$ cat config.mk
export PLATFORM = sky130hd
export DESIGN_NAME = nand_hamming_ecc
export DESIGN_NICKNAME = d
export VERILOG_FILES = /design/src/rtl/necc_pkg.sv /design/src/rtl/necc_parity_acc.sv /design/src/rtl/necc_code_out.sv /design/src/rtl/necc_classify.sv /design/src/rtl/nand_hamming_ecc.sv
export SDC_FILE = /design/constraint.sdc
export NUM_CORES = 1
export LEC_CHECK = 0
export BUFFER_PORTS_ARGS = -buffer_cell sky130_fd_sc_hd__buf_2
export CELL_PAD_IN_SITES_DETAIL_PLACEMENT = 0
export CELL_PAD_IN_SITES_GLOBAL_PLACEMENT = 2
export CORE_UTILIZATION = 32
export DETAILED_ROUTE_END_ITERATION = 10
export PLACE_DENSITY = 0.75
export SYNTH_ARGS = -nofsm -noshare
export SYNTH_HDL_FRONTEND = slang
export SYNTH_SLANG_ARGS = --single-unit
export TNS_END_PERCENT = 10
$ cat constraint.sdc
create_clock -name clk -period 4.8 [get_ports clk]
set_input_delay 0.96 -clock clk [delete_from_list [all_inputs] [get_ports clk]]
set_output_delay 0.96 -clock clk [all_outputs]
set_load 0.02 [all_outputs]
$ cat src/rtl/necc_pkg.sv
package necc_pkg;

    localparam int BYTE_IDX_W = 9;
    localparam int BIT_IDX_W  = 3;
    localparam int POS_W      = BYTE_IDX_W + BIT_IDX_W;
    localparam int CODE_W     = 2 * POS_W;
    localparam int CODE_BYTES = CODE_W / 8;

    typedef enum logic [1:0] {
        ECC_CLEAN    = 2'd0,
        ECC_DATA_FIX = 2'd1,
        ECC_CODE_FIX = 2'd2,
        ECC_UNCORR   = 2'd3
    } ecc_kind_e;

    typedef struct packed {
        logic [POS_W-1:0] hi;   // XOR of set-bit positions
        logic [POS_W-1:0] lo;   // XOR of complemented positions
    } parity_t;

    // Parity contribution of one byte placed at a given sector index
    function automatic parity_t byte_contrib(input logic [BYTE_IDX_W-1:0] idx,
                                             input logic [7:0] data);
        parity_t          acc;
        logic [POS_W-1:0] pos;
        acc = '0;
        for (int i = 0; i < 8; i++) begin
            pos = {idx, BIT_IDX_W'(i)};
            if (data[i]) begin
                acc.hi = acc.hi ^ pos;
                acc.lo = acc.lo ^ ~pos;
            end
        end
        return acc;
    endfunction

endpackage

$ cat src/rtl/necc_parity_acc.sv
module necc_parity_acc
    import necc_pkg::*;
(
    input  logic       clk,
    input  logic       rst_n,
    input  logic       in_valid,
    input  logic       in_start,
    input  logic       in_last,
    input  logic [7:0] in_data,
    output logic       fin_valid_o,
    output parity_t    fin_par_o
);

    typedef struct packed {
        logic [BYTE_IDX_W-1:0] idx;
        parity_t               par;
    } acc_t;

    acc_t                  st_d, st_q;
    logic [BYTE_IDX_W-1:0] idx_eff;
    parity_t               base;
    parity_t               sum;

    always_comb begin
        st_d    = st_q;
        idx_eff = in_start ? '0 : st_q.idx;
        base    = in_start ? '0 : st_q.par;
        sum     = base ^ byte_contrib(idx_eff, in_data);
        if (in_valid) begin
            if (in_last) begin
                st_d.idx = '0;
                st_d.par = '0;
            end else begin
                st_d.idx = idx_eff + 1'b1;
                st_d.par = sum;
            end
        end
        fin_valid_o = in_valid && in_last;
        fin_par_o   = sum;
    end

    always_ff @(posedge clk or negedge rst_n) begin
        if (!rst_n) st_q <= '0;
        else        st_q <= st_d;
    end

endmodule

$ cat src/rtl/necc_code_out.sv
module necc_code_out
    import necc_pkg::*;
(
    input  logic              clk,
    input  logic              rst_n,
    input  logic              fin_valid_i,
    input  parity_t           fin_par_i,
    output logic              code_valid_o,
    output logic [CODE_W-1:0] code_o,
    output logic              byte_valid_o,
    output logic [7:0]        byte_o
);

    localparam int IDX_W = $clog2(CODE_BYTES);
    localparam logic [IDX_W-1:0] IDX_LAST = IDX_W'(CODE_BYTES - 1);

    typedef struct packed {
        logic [CODE_W-1:0] code;
        logic              code_vld;
        logic              emit_on;
        logic [IDX_W-1:0]  emit_idx;
    } pk_t;

    pk_t st_d, st_q;

    always_comb begin
        st_d          = st_q;
        st_d.code_vld = 1'b0;
        if (st_q.emit_on) begin
            if (st_q.emit_idx == IDX_LAST) st_d.emit_on = 1'b0;
            else                           st_d.emit_idx = st_q.emit_idx + 1'b1;
        end
        if (fin_valid_i) begin
            st_d.code     = ~fin_par_i;
            st_d.code_vld = 1'b1;
            st_d.emit_on  = 1'b1;
            st_d.emit_idx = '0;
        end
    end

    always_ff @(posedge clk or negedge rst_n) begin
        if (!rst_n) begin
            st_q      <= '0;
            st_q.code <= '1;
        end else begin
            st_q <= st_d;
        end
    end

    assign code_valid_o = st_q.code_vld;
    assign code_o       = st_q.code;
    assign byte_valid_o = st_q.emit_on;
    assign byte_o       = st_q.code[8*st_q.emit_idx +: 8];

endmodule

$ cat src/rtl/necc_classify.sv
module necc_classify
    import necc_pkg::*;
#(
    parameter int SECTOR_BYTES = 512
) (
    input  logic                  clk,
    input  logic                  rst_n,
    input  logic                  chk_valid,
    input  logic [CODE_W-1:0]     chk_code,
    input  logic [CODE_W-1:0]     code_ref,
    output logic                  res_valid,
    output logic [1:0]            res_kind,
    output logic [BYTE_IDX_W-1:0] res_byte,
    output logic [BIT_IDX_W-1:0]  res_bit
);

    localparam logic [BYTE_IDX_W:0] LIMIT = (BYTE_IDX_W+1)'(SECTOR_BYTES);

    typedef struct packed {
        logic                  vld;
        ecc_kind_e             kind;
        logic [BYTE_IDX_W-1:0] byte_idx;
        logic [BIT_IDX_W-1:0]  bit_idx;
    } cls_t;

    cls_t              st_d, st_q;
    logic [CODE_W-1:0] diff;
    logic [POS_W-1:0]  syn;

    always_comb begin
        st_d     = st_q;
        st_d.vld = 1'b0;
        diff     = chk_code ^ code_ref;
        syn      = diff[CODE_W-1:POS_W] ^ diff[POS_W-1:0];
        if (chk_valid) begin
            st_d.vld      = 1'b1;
            st_d.byte_idx = '0;
            st_d.bit_idx  = '0;
            if (diff == '0) begin
                st_d.kind = ECC_CLEAN;
            end else if (syn == '1) begin
                if ({1'b0, diff[CODE_W-1 -: BYTE_IDX_W]} < LIMIT) begin
                    st_d.kind     = ECC_DATA_FIX;
                    st_d.byte_idx = diff[CODE_W-1 -: BYTE_IDX_W];
                    st_d.bit_idx  = diff[POS_W +: BIT_IDX_W];
                end else begin
                    st_d.kind = ECC_UNCORR;
                end
            end else if ($onehot(diff)) begin
                st_d.kind = ECC_CODE_FIX;
            end else begin
                st_d.kind = ECC_UNCORR;
            end
        end
    end

    always_ff @(posedge clk or negedge rst_n) begin
        if (!rst_n) st_q <= '0;
        else        st_q <= st_d;
    end

    assign res_valid = st_q.vld;
    assign res_kind  = st_q.kind;
    assign res_byte  = st_q.byte_idx;
    assign res_bit   = st_q.bit_idx;

endmodule

$ cat src/rtl/nand_hamming_ecc.sv
module nand_hamming_ecc #(
    parameter int SECTOR_BYTES = 512
) (
    input  logic        clk,
    input  logic        rst_n,
    input  logic        in_valid,
    input  logic        in_start,
    input  logic        in_last,
    input  logic [7:0]  in_data,
    output logic        code_valid,
    output logic [23:0] code_out,
    output logic        code_byte_valid,
    output logic [7:0]  code_byte,
    input  logic        chk_valid,
    input  logic [23:0] chk_code,
    output logic        res_valid,
    output logic [1:0]  res_kind,
    output logic [8:0]  res_byte,
    output logic [2:0]  res_bit
);

    necc_pkg::parity_t fin_par;
    logic              fin_valid;

    necc_parity_acc u_acc (
        .clk         (clk),
        .rst_n       (rst_n),
        .in_valid    (in_valid),
        .in_start    (in_start),
        .in_last     (in_last),
        .in_data     (in_data),
        .fin_valid_o (fin_valid),
        .fin_par_o   (fin_par)
    );

    necc_code_out u_out (
        .clk          (clk),
        .rst_n        (rst_n),
        .fin_valid_i  (fin_valid),
        .fin_par_i    (fin_par),
        .code_valid_o (code_valid),
        .code_o       (code_out),
        .byte_valid_o (code_byte_valid),
        .byte_o       (code_byte)
    );

    necc_classify #(.SECTOR_BYTES(SECTOR_BYTES)) u_cls (
        .clk       (clk),
        .rst_n     (rst_n),
        .chk_valid (chk_valid),
        .chk_code  (chk_code),
        .code_ref  (code_out),
        .res_valid (res_valid),
        .res_kind  (res_kind),
        .res_byte  (res_byte),
        .res_bit   (res_bit)
    );

endmodule

### Word-level counts from Yosys, hierarchy flattened

Cells that the tools add are included.

| word-level totals | value |
|---|---|
| output and inout bits | 49 |
| bits in registers | 76 |

| cells by class | value |
|---|---|
| mux-type cells | 21 |
| $add $sub $neg | 25 |
| bitwise logic cells | 26 |
| shift-type cells | 1 |
| reductions and logical operators | 4 |
| equality and inequality tests | 4 |

Operator list:

| kind | count |
|---|---|
| $mux 24 | 9 |
| $xor 12x12->12 | 15 |
| $not 12->12 | 8 |
| $add 5x5->5 | 11 |
| $xor 24x24->24 | 2 |
| $mux 33 | 1 |
| $add 1x1->2 | 12 |
| $logic_not 24->1 | 1 |
| $mux 12 | 2 |
| $not 24->24 | 1 |
| $shiftx 24x6->8 | 1 |
| $mux 15 | 1 |
| $eq 12x12->1 const B | 1 |
| $add 9x1->9 const B | 1 |
| $mux 9 | 1 |
| $mux 2 | 3 |
| $eq 5x1->1 const B | 1 |
| $mux 4 | 1 |
| $mux 3 | 1 |
| $add 2x1->2 const B | 1 |
| $eq 2x2->1 const B | 1 |
| $mux 1 | 2 |
| $ne 2x2->1 const B | 1 |
| $reduce_and 2->1 | 1 |
| other kinds (2) | 2 |

### Depth between registers and ports, before layout

Gate-level depths: netlist (run 1).

| depth | value |
|---|---|
| depth in word-level cells | 19 |
| mapped depth | 18 |
| gate-level depth less buffers | 18 |

### Cells and area by module

A second synthesis (run 1) with hierarchy kept.

| second synthesis, totals | value |
|---|---|
| cells, all modules | 567 |
| area total of the unflattened synthesis | 5575.3 um^2 |

By module, submodules not included:

| module | cells each | sequential area each (um^2) | instances | area each (um^2) |
|---|---|---|---|---|
| necc_parity_acc | 248 | 825.8 | 1 | 2209.6 |
| necc_classify | 179 | 375.4 | 1 | 1823.0 |
| necc_code_out | 140 | 730.7 | 1 | 1542.7 |

### Least setup slack after synthesis (run 1)

Ideal clock, no wire load.

| timing path | value |
|---|---|
| path type | input to register |
| start point | input port chk_code[22] |
| end point | register u_cls.st_q, in the netlist u_cls.res_kind[0] |
| cell stages on the path | 16 |
| required time | 4.674 ns |
| path slack | -0.531 ns |
| arrival | 5.205 ns |
| cells stage by stage | xnor2_1 -> inv_1 -> ha_1 -> fa_1 -> inv_1 -> fa_1 -> fa_1 -> fa_1 -> inv_1 -> fa_1 -> ha_1 -> fa_1 -> xnor2_1 -> nand3_1 -> o21ai_0 -> nand3_1 |

| between the ends | value |
|---|---|
| cells in the longest elaborated chain, start to end | 9 |

RTL lines:

| what | RTL line | text |
|---|---|---|
| from (decl) | nand_hamming_ecc.sv:15 | `input logic [23:0] chk_code,` |
| $xor 24x24->24 (*) | necc_classify.sv:33 | `diff = chk_code ^ code_ref;` |
| $add 1x1->2 (implied by the code) | necc_classify.sv:49 | `end else if ($onehot(diff)) begin` |
| $add 5x5->5 (implied by the code) (3 in series) | necc_classify.sv:49 |  |
| $eq 5x1->1 | necc_classify.sv:49 |  |
| $mux 1 | necc_classify.sv:49 |  |
| $mux 2 | necc_classify.sv:41 | `end else if (syn == '1) begin` |
| $mux 2 (*) | necc_classify.sv:39 | `if (diff == '0) begin` |
| to (signal assigned) | necc_classify.sv:59 | `else st_q <= st_d;` |
| to (decl) | necc_classify.sv:26 | `cls_t st_d, st_q;` |

Mark *: on every way between the ends. The rest lies on a longest branch, timed or not.
A chain may end at the register's enable or synchronous reset.

### Worst setup path after layout (run 1)

| timing path | value |
|---|---|
| start point | input port chk_code[4] |
| end point | register u_cls.st_q, in the netlist u_cls.res_kind[0] |

| between the ends | value |
|---|---|
| cells in the longest elaborated chain, start to end | 10 |

RTL lines:

| what | RTL line |
|---|---|
| $xor 24x24->24 (*) | necc_classify.sv:33 |
| $add 1x1->2 (implied by the code) | necc_classify.sv:49 |
| $add 5x5->5 (implied by the code) (4 in series) | necc_classify.sv:49 |
| $eq 5x1->1 | necc_classify.sv:49 |
| $mux 1 | necc_classify.sv:49 |
| $mux 2 | necc_classify.sv:41 |
| $mux 2 (*) | necc_classify.sv:39 |

Marks and branches as above.

==> flow_metrics.py, run 1 <==
metrics = {
    "timing": {
        "period_share_pct": 101,
        "tns_ps": -50.6,
        "timing.slew.headroom_pct": 28.4,
        "finClkSkew_ps": 5.75,
        "setup_ws_ps": -50.6,
        "worst_pin_slew_ps": 1070,
        "hold_slack_ps": 467,
        "grt_setup_unrepaired": "yes",
        "slew_viol_final": 0,
        "setup_viol": 1,
        "finalHoldViolCount": 0,
        "period_needed_ps": 4850,
        "fmax_mhz": 206,
    },
    "power_and_ir_drop": {
        "power.total_mw": 5.91,
        "p_switching_mw": 2.59,
        "cellPowerDensity_mw_per_mm2": 810,
        "pwr-share-clk_pct": 12.3,
        "p_int_mw": 3.32,
        "seqPwrFrac_pct": 15.7,
        "switching_share_pct": 43.8,
        "vdd_drop_max_uv": 2300,
        "combPwrFrac_pct": 72.1,
        "leakage_nw": 3.26,
    },
    "min_path": {
        "min_path_type": "reg2reg",
        "hp-start": "u_acc.st_q[8]",
    },
    "route": {
        "ant_nets": 0,
        "via_count": 4885,
        "drtPass1Iterations": 5,
        "wl_um": 17600,
        "wire_per_inst_um": 18.5,
        "post-route-drc-count": 0,
        "drt_iter0_markers": 261,
        "viasPerCell": 5.11,
    },
    "global_routing": {
        "grt_max_degree": 77,
        "grtUsageTotal_pct": 20.3,
        "antenna_found_initial": 0,
        "grt_pass1_vias": 4868,
        "grt_first_pass_wirelength_um": 27800,
        "overflow": 0,
    },
    "worst_setup_path": {
        "critPathRequiredTime_ps": 5020,
        "worst_setup_path_end_kind": "flip-flop",
        "critical_path.max_stage_delay_ps": 510,
        "path_class": "in2reg",
        "r2r_start": "u_out.code_o[3]",
        "crit_start": "chk_code[4]",
        "crit_chain": "buf_4 -> xnor2_4 -> inv_1 -> ha_2 -> inv_1 -> fa_1 -> fa_1 -> fa_1 -> fa_1 -> inv_1 -> fa_1 -> ha_2 -> fa_2 -> nor2_2 -> nand3_1 -> o21ai_1 -> nand3_1",
        "crit_family": "adder cells",
        "start_kind": "input pin",
        "crit_buf_inv": 4,
        "critPathArrivalTime_ps": 5070,
        "crit_top_cell": "fa_1",
        "path_max_fanout": 3,
        "cp_slowest_cell": "fa_1",
    },
    "layout": {
        "seq_area_mm2": 0.00193,
        "multi_input_area_mm2": 0.00357,
        "nNetsFinal": 815,
        "drive_gt1_share_pct": 31.9,
        "areaGrowthSynthToFinish_pct": 28.0,
        "fillCellCount": 1706,
        "final_cell_area_mm2": 0.00730,
        "diodes": 0,
    },
    "die": {
        "die_area_mm2": 0.0184,
        "die_h_um": 136,
        "initial_core_util_pct": 32.9,
        "rows": 48,
        "fp.dieW_um": 136,
        "core-area_mm2": 0.0174,
        "ioPinCount": 87,
    },
    "synth": {
        "synth-seq-cells": 76,
        "syn_avg_cell_area_um2": 9.10,
        "seq_area_frac_synth_pct": 33.9,
        "syn_area_mm2": 0.00570,
        "synth_cell_types": 44,
        "postSynthCellCount": 627,
        "syn-num-nets": 716,
        "ys.warnings.count": 0,
    },
    "flow_run": {
        "maxCapViolCount": 0,
    },
    "clock_network": {
        "tritoncts": "built",
        "path_clk_slew_ps": 60,
        "clk-insertion-delay-late_ps": 350,
        "clockBufferDepth": 2,
        "htree_levels": 3,
        "cts_sinks": 76,
        "cts-root-buf": "clkbuf_16",
        "holdBufCountCts": 0,
        "numCtsBuffers": 9,
    },
    "placement": {
        "routabilityCongestion": 0.862,
        "dp_hpwl_um": 13000,
        "dpl-instance-area_mm2": 0.00678,
        "io_buffers": 86,
    },
    "outcome": {
        "violations": "negative setup slack",
        "status": "finished, violations left",
    },
}
## Yosys cell counts
master	n	area, µm²
o2bb2ai_1	14	123
mux2i_1	15	150
inv_2	1	3.75
a32oi_1	9	78.8
a22o_1	5	43.8
a31o_2	2	17.5
o211ai_1	2	15.0
xnor2_1	57	499
nand2b_1	10	62.6
dfstp_2	24	631
a21oi_1	3	15.0
a22oi_1	1	7.51
a221o_1	7	70.1
xor2_2	1	16.3
xnor2_2	3	48.8
buf_6	1	11.3
or2_2	1	6.26
dfrtp_1	52	1300
o21ai_1	2	10.0
nor3b_1	7	52.6
or3_1	11	68.8
nand3_1	5	25.0
o21ai_0	43	215
a2111oi_0	9	78.8
nand4_1	7	43.8
nor2_1	49	184
nand4b_1	1	8.76
and2_1	2	12.5
o22ai_1	3	18.8
o31ai_1	8	60.1
nand2_1	34	128
o221ai_1	2	17.5
nor2b_1	5	31.3
inv_1	78	293
fa_1	19	380
clkbuf_1	26	97.6
buf_4	26	195
a31oi_1	10	62.6
nor4_1	4	25.0
a21o_1	1	7.51
ha_1	32	400
buf_2	3	15.0
xor2_1	3	26.3
nor3_1	29	145
## cells by family after synthesis
logic type                 synth area share, %
DFF                                       33.9
buffers and inverters                     10.8
AOI/OAI and AO/OA                         14.7
muxes                                     2.63
adders and majority gates                 13.7
xor gates and xnor gates                  10.4
and+or+nand+nor                           13.9
## routing by layer
layer  track usage, %  share of wire [%]  vias to the layer above
met5                0                  0                        -
met4             8.74                2.8                        0
met3             2.73                3.9                       30
met2             32.8                 48                      122
met1             27.1                 45                     2426
li1                 -                  -                     2307
## what timing repair did
action,in CTS,in global routing
buffers inserted,6,5
endpoints found under the setup margin,1,1
gates resized for setup,26,12
pin swaps,24,17
## power by group through the flow
stage	Combinational, mW	Sequential [mW]	Clock, mW
final	4.26	0.925	0.725
after global routing	4.77	0.941	0.763
after global placement	3.69	0.929	0
after CTS	4.16	0.925	0.744
after floorplan	2.93	0.897	0
after detailed placement	3.86	0.935	0
## sequential cells by signal, summed over array words and instances (netlist names)
signal and count:
u_out.st_q 2, u_cls.res_bit 3, u_cls.res_byte 9, u_cls.res_kind 2
u_out.byte_valid_o 1, u_out.code_o 24, u_out.code_valid_o 1, u_cls.res_valid 1
u_acc.st_q 33
## worst reg2reg max path, delay by kind of cell (launching register included)
family,cells,cell delay (ps)
flops,1,600
buf+inv,3,190
fa+ha+maj,8,3210
xor+xnor,1,150
simple gates,3,270
compound gates,1,120
## metrics by stage
stage,std cells,setup WS [ps],util (%)
final,956,-50.6,42.1
after global routing,956,-198,42.1
after CTS,951,-122,41.6
after detailed placement,929,-539,39.1
after global placement,929,-447,39.1
after floorplan,627,-115,-
## cell type report
class                   count  area share [%]
clock buffers              15            3.81
inverters                  79            4.06
flip-flops and latches     76            26.5
well taps                 225            3.86
clock inverters             1           0.411
repair buffers            144            12.5
multi-input cells         416            48.9
## worst paths after layout
kind	end	slack [ps]	cells past startpoint
min reg2reg	u_out.code_o[8]	470	1
max reg2reg	u_cls.res_kind[0]	140	16
max	u_cls.res_kind[0]	-50	17
min	u_out.code_o[8]	470	1
min in group asynchronous	u_acc.st_q[12]	770	1
max in group asynchronous	u_acc.st_q[7]	3320	1
## placed cells by master, fill, tap and decap left out, types with 7 or more instances in the layout
master and instances:
nand2b_1 10, ha_1 23, a32oi_1 9, nor3b_1 7, buf_4 62, o2bb2ai_1 14
clkbuf_16 9, dfrtp_1 52, mux2i_1 15, a31oi_1 10, xnor2_1 38, a2111oi_0 9
inv_1 68, nor2_1 48, inv_2 11, o31ai_1 8, a221o_1 7, or3_1 11
xnor2_4 17, dfstp_2 24, nor3_1 29, fa_1 14, buf_2 77, o21ai_0 42
nand4_1 7, nand2_1 34
(Power assumes the default switching activity.)
==> inputs of run 2 (changes only) <==
--- a/config.mk
+++ b/config.mk
@@ -8,9 +8,10 @@
 export BUFFER_PORTS_ARGS = -buffer_cell sky130_fd_sc_hd__buf_2
 export CELL_PAD_IN_SITES_DETAIL_PLACEMENT = 0
 export CELL_PAD_IN_SITES_GLOBAL_PLACEMENT = 2
-export CORE_UTILIZATION = 32
+export CORE_UTILIZATION = 36
 export DETAILED_ROUTE_END_ITERATION = 10
-export PLACE_DENSITY = 0.75
+export PLACE_DENSITY = 0.8
+export SLEW_MARGIN = 40
 export SYNTH_ARGS = -nofsm -noshare
 export SYNTH_HDL_FRONTEND = slang
 export SYNTH_SLANG_ARGS = --single-unit
==> constraint.sdc (replaced) <==
create_clock -name clk -period 5.5 [get_ports clk]
set_input_delay 1.1 -clock clk [delete_from_list [all_inputs] [get_ports clk]]
set_output_delay 1.1 -clock clk [all_outputs]
set_load 0.02 [all_outputs]
==> run 2 against run 1 <==
Against the previous run: sequential power decreased by 13%; critical endpoint unchanged; critical path type unchanged; clock-buffer cell count decreased by 3; worst hold slack got worse by 2.6 ps; the flow now finishes without violations; highest routed layer unchanged; design area decreased by 8.2%; clock power decreased by 14%; wire length decreased by 5.3%.
==> flow_metrics.py, run 2 (synthesis results as in run 1) <==
metrics = {
    "route": {
        "wire_per_inst_um": 18.1,
        "post-route-drc-count": 0,
        "drt_iter0_markers": 225,
        "ant_nets": 0,
        "wl_um": 16700,
        "drtPass1Iterations": 4,
        "via_count": 4734,
        "viasPerCell": 5.13,
    },
    "worst_setup_path": {
        "critPathArrivalTime_ps": 5450,
        "rrSetupSlack_ps": 560,
        "r2r_start": "u_out.code_o[3]",
        "cp_slowest_cell": "fa_1",
        "path_max_fanout": 3,
        "worst_setup_path_end_kind": "flip-flop",
        "start_kind": "input pin",
        "r2r.worst_path.cells": 17,
        "crit_chain": "buf_2 -> xnor2_1 -> buf_4 -> inv_1 -> ha_1 -> inv_1 -> fa_1 -> fa_1 -> fa_1 -> fa_1 -> inv_1 -> fa_1 -> ha_1 -> fa_1 -> nor2_1 -> nand3_1 -> o21ai_1 -> nand3_1",
        "critical_path.max_stage_delay_ps": 540,
        "critPathRequiredTime_ps": 5730,
        "path_class": "in2reg",
        "crit_top_cell": "fa_1",
        "r2r_end": "u_cls.res_kind[0]",
    },
    "timing": {
        "finClkSkew_ps": 4.83,
        "timing.slew.headroom_pct": 43.4,
        "period_needed_ps": 5220,
        "fmax_mhz": 192,
        "period_share_pct": 94.9,
        "tns_ps": 0,
        "hold_slack_ps": 465,
        "grt_setup_unrepaired": "no",
        "slew_viol_final": 0,
        "worst_pin_slew_ps": 848,
        "finalHoldViolCount": 0,
        "setup_viol": 0,
    },
    "layout": {
        "final_cell_area_mm2": 0.00670,
        "largest_reg_flops": 33,
        "largest_register": "u_acc.st_q",
        "final_common_cell": "buf_2",
        "areaGrowthSynthToFinish_pct": 17.5,
        "fin_cells": 922,
        "nNetsFinal": 795,
        "drive_gt1_share_pct": 24.5,
        "fillCellCount": 1573,
        "final_cell_mix": "buf_2 (85), inv_1 (78), xnor2_1 (56), dfrtp_1 (52), nor2_1 (47)",
        "diodes": 0,
    },
    "die": {
        "rows": 45,
        "core-area_mm2": 0.0153,
        "initial_core_util_pct": 37.2,
        "die_area_mm2": 0.0163,
        "ioPinCount": 87,
        "die_h_um": 128,
        "fp.dieW_um": 128,
    },
    "clock_network": {
        "tritoncts": "built",
        "cts-root-buf": "clkbuf_16",
        "clk-insertion-delay-late_ps": 350,
        "numCtsBuffers": 9,
        "holdBufCountCts": 0,
        "htree_levels": 3,
        "cts_sinks": 76,
        "clockBufferDepth": 2,
        "path_clk_slew_ps": 60,
    },
    "placement": {
        "routabilityCongestion": 0.846,
        "dp_hpwl_um": 12200,
        "io_buffers": 86,
        "dpl-instance-area_mm2": 0.00638,
        "dpl.cell_count": 905,
    },
    "flow_run": {
        "maxCapViolCount": 0,
    },
    "min_path": {
        "hp-start": "u_acc.st_q[9]",
        "min_to": "u_out.code_o[9]",
        "min_path_type": "reg2reg",
        "worstHoldPathCells": 1,
    },
    "power_and_ir_drop": {
        "leakage_nw": 3.05,
        "cellPowerDensity_mw_per_mm2": 685,
        "vdd_drop_max_uv": 920,
    },
    "global_routing": {
        "grt_max_degree": 77,
        "grt_first_pass_wirelength_um": 26500,
        "grtUsageTotal_pct": 21.5,
        "overflow": 0,
        "grt_pass1_vias": 4737,
        "antenna_found_initial": 0,
    },
    "outcome": {
        "status": "finished clean",
    },
}
## run 2: cell count changes in the layout (fill, tap and decap cells not counted), sizes merged
cell / before / now
buf: 144 / 124
clkinv: 0 / 3
clkbuf: 15 / 12
## run 2: power by group
part | internal, mW | switching (mW)
combinational | 1.47 | 1.70
clock | 0.376 | 0.244
sequential | 0.679 | 0.126
total | 2.52 | 2.07
## run 2: worst max-delay path, delay by kind of cell
kind / cells / cell delay (ps)
and+or+nand+nor: 3 / 280
AOI/OAI and AO/OA: 1 / 130
adders and majority gates: 8 / 3290
buffers and inverters: 5 / 430
xor gates and xnor gates: 1 / 210
## run 2: worst max path at each step
| stage | startpoint | end | slack, ps | cells after the start |
|---|---|---|---|---|
| 2_1_floorplan | chk_code[22] | u_cls.res_kind[0] | 30 | 16 |
| 3_3_place_gp | chk_code[22] | u_cls.res_kind[0] | -140 | 17 |
| 3_5_place_dp | chk_code[23] | u_cls.res_kind[0] | -180 | 17 |
| 4_1_cts | chk_code[23] | u_cls.res_kind[0] | 180 | 17 |
| 5_1_grt | chk_code[12] | u_cls.res_kind[0] | 10 | 18 |
| 6_report | chk_code[3] | u_cls.res_kind[0] | 280 | 18 |
## run 2: repair_timing
action,4_1_cts,5_1_grt
endpoints found under the setup margin,0,1
buffers inserted,0,1
resized for setup,0,2
## run 2: final cells by class
class | instances | area (µm²) | share of cell area (%)
tap | 211 | 264 | 3.94
inverter | 79 | 297 | 4.43
clock inverter | 4 | 48.8 | 0.728
timing repair buffer | 124 | 722 | 10.8
multi-input combinational | 416 | 3180 | 47.5
clock buffer | 12 | 256 | 3.83
sequential | 76 | 1930 | 28.8
## run 2: layer usage
layer	up-vias	wire length, µm	global-route usage (%)
met5	-	0	0
met4	0	231	5.67
met3	15	727	4.22
met2	126	8160	36.1
met1	2334	7590	28.4
li1	2259	-	-
## run 2: per-stage QoR
| step | power (mW) | util [%] | worst slack [ps] |
|---|---|---|---|
| after floorplan | 3.22 | - | 28.8 |
| after global placement | 3.87 | 41.5 | -137 |
| after detailed placement | 4.01 | 41.6 | -178 |
| after CTS | 4.65 | 43.6 | 178 |
| after global routing | 5.12 | 43.7 | 14.8 |
| final | 4.59 | 43.7 | 278 |
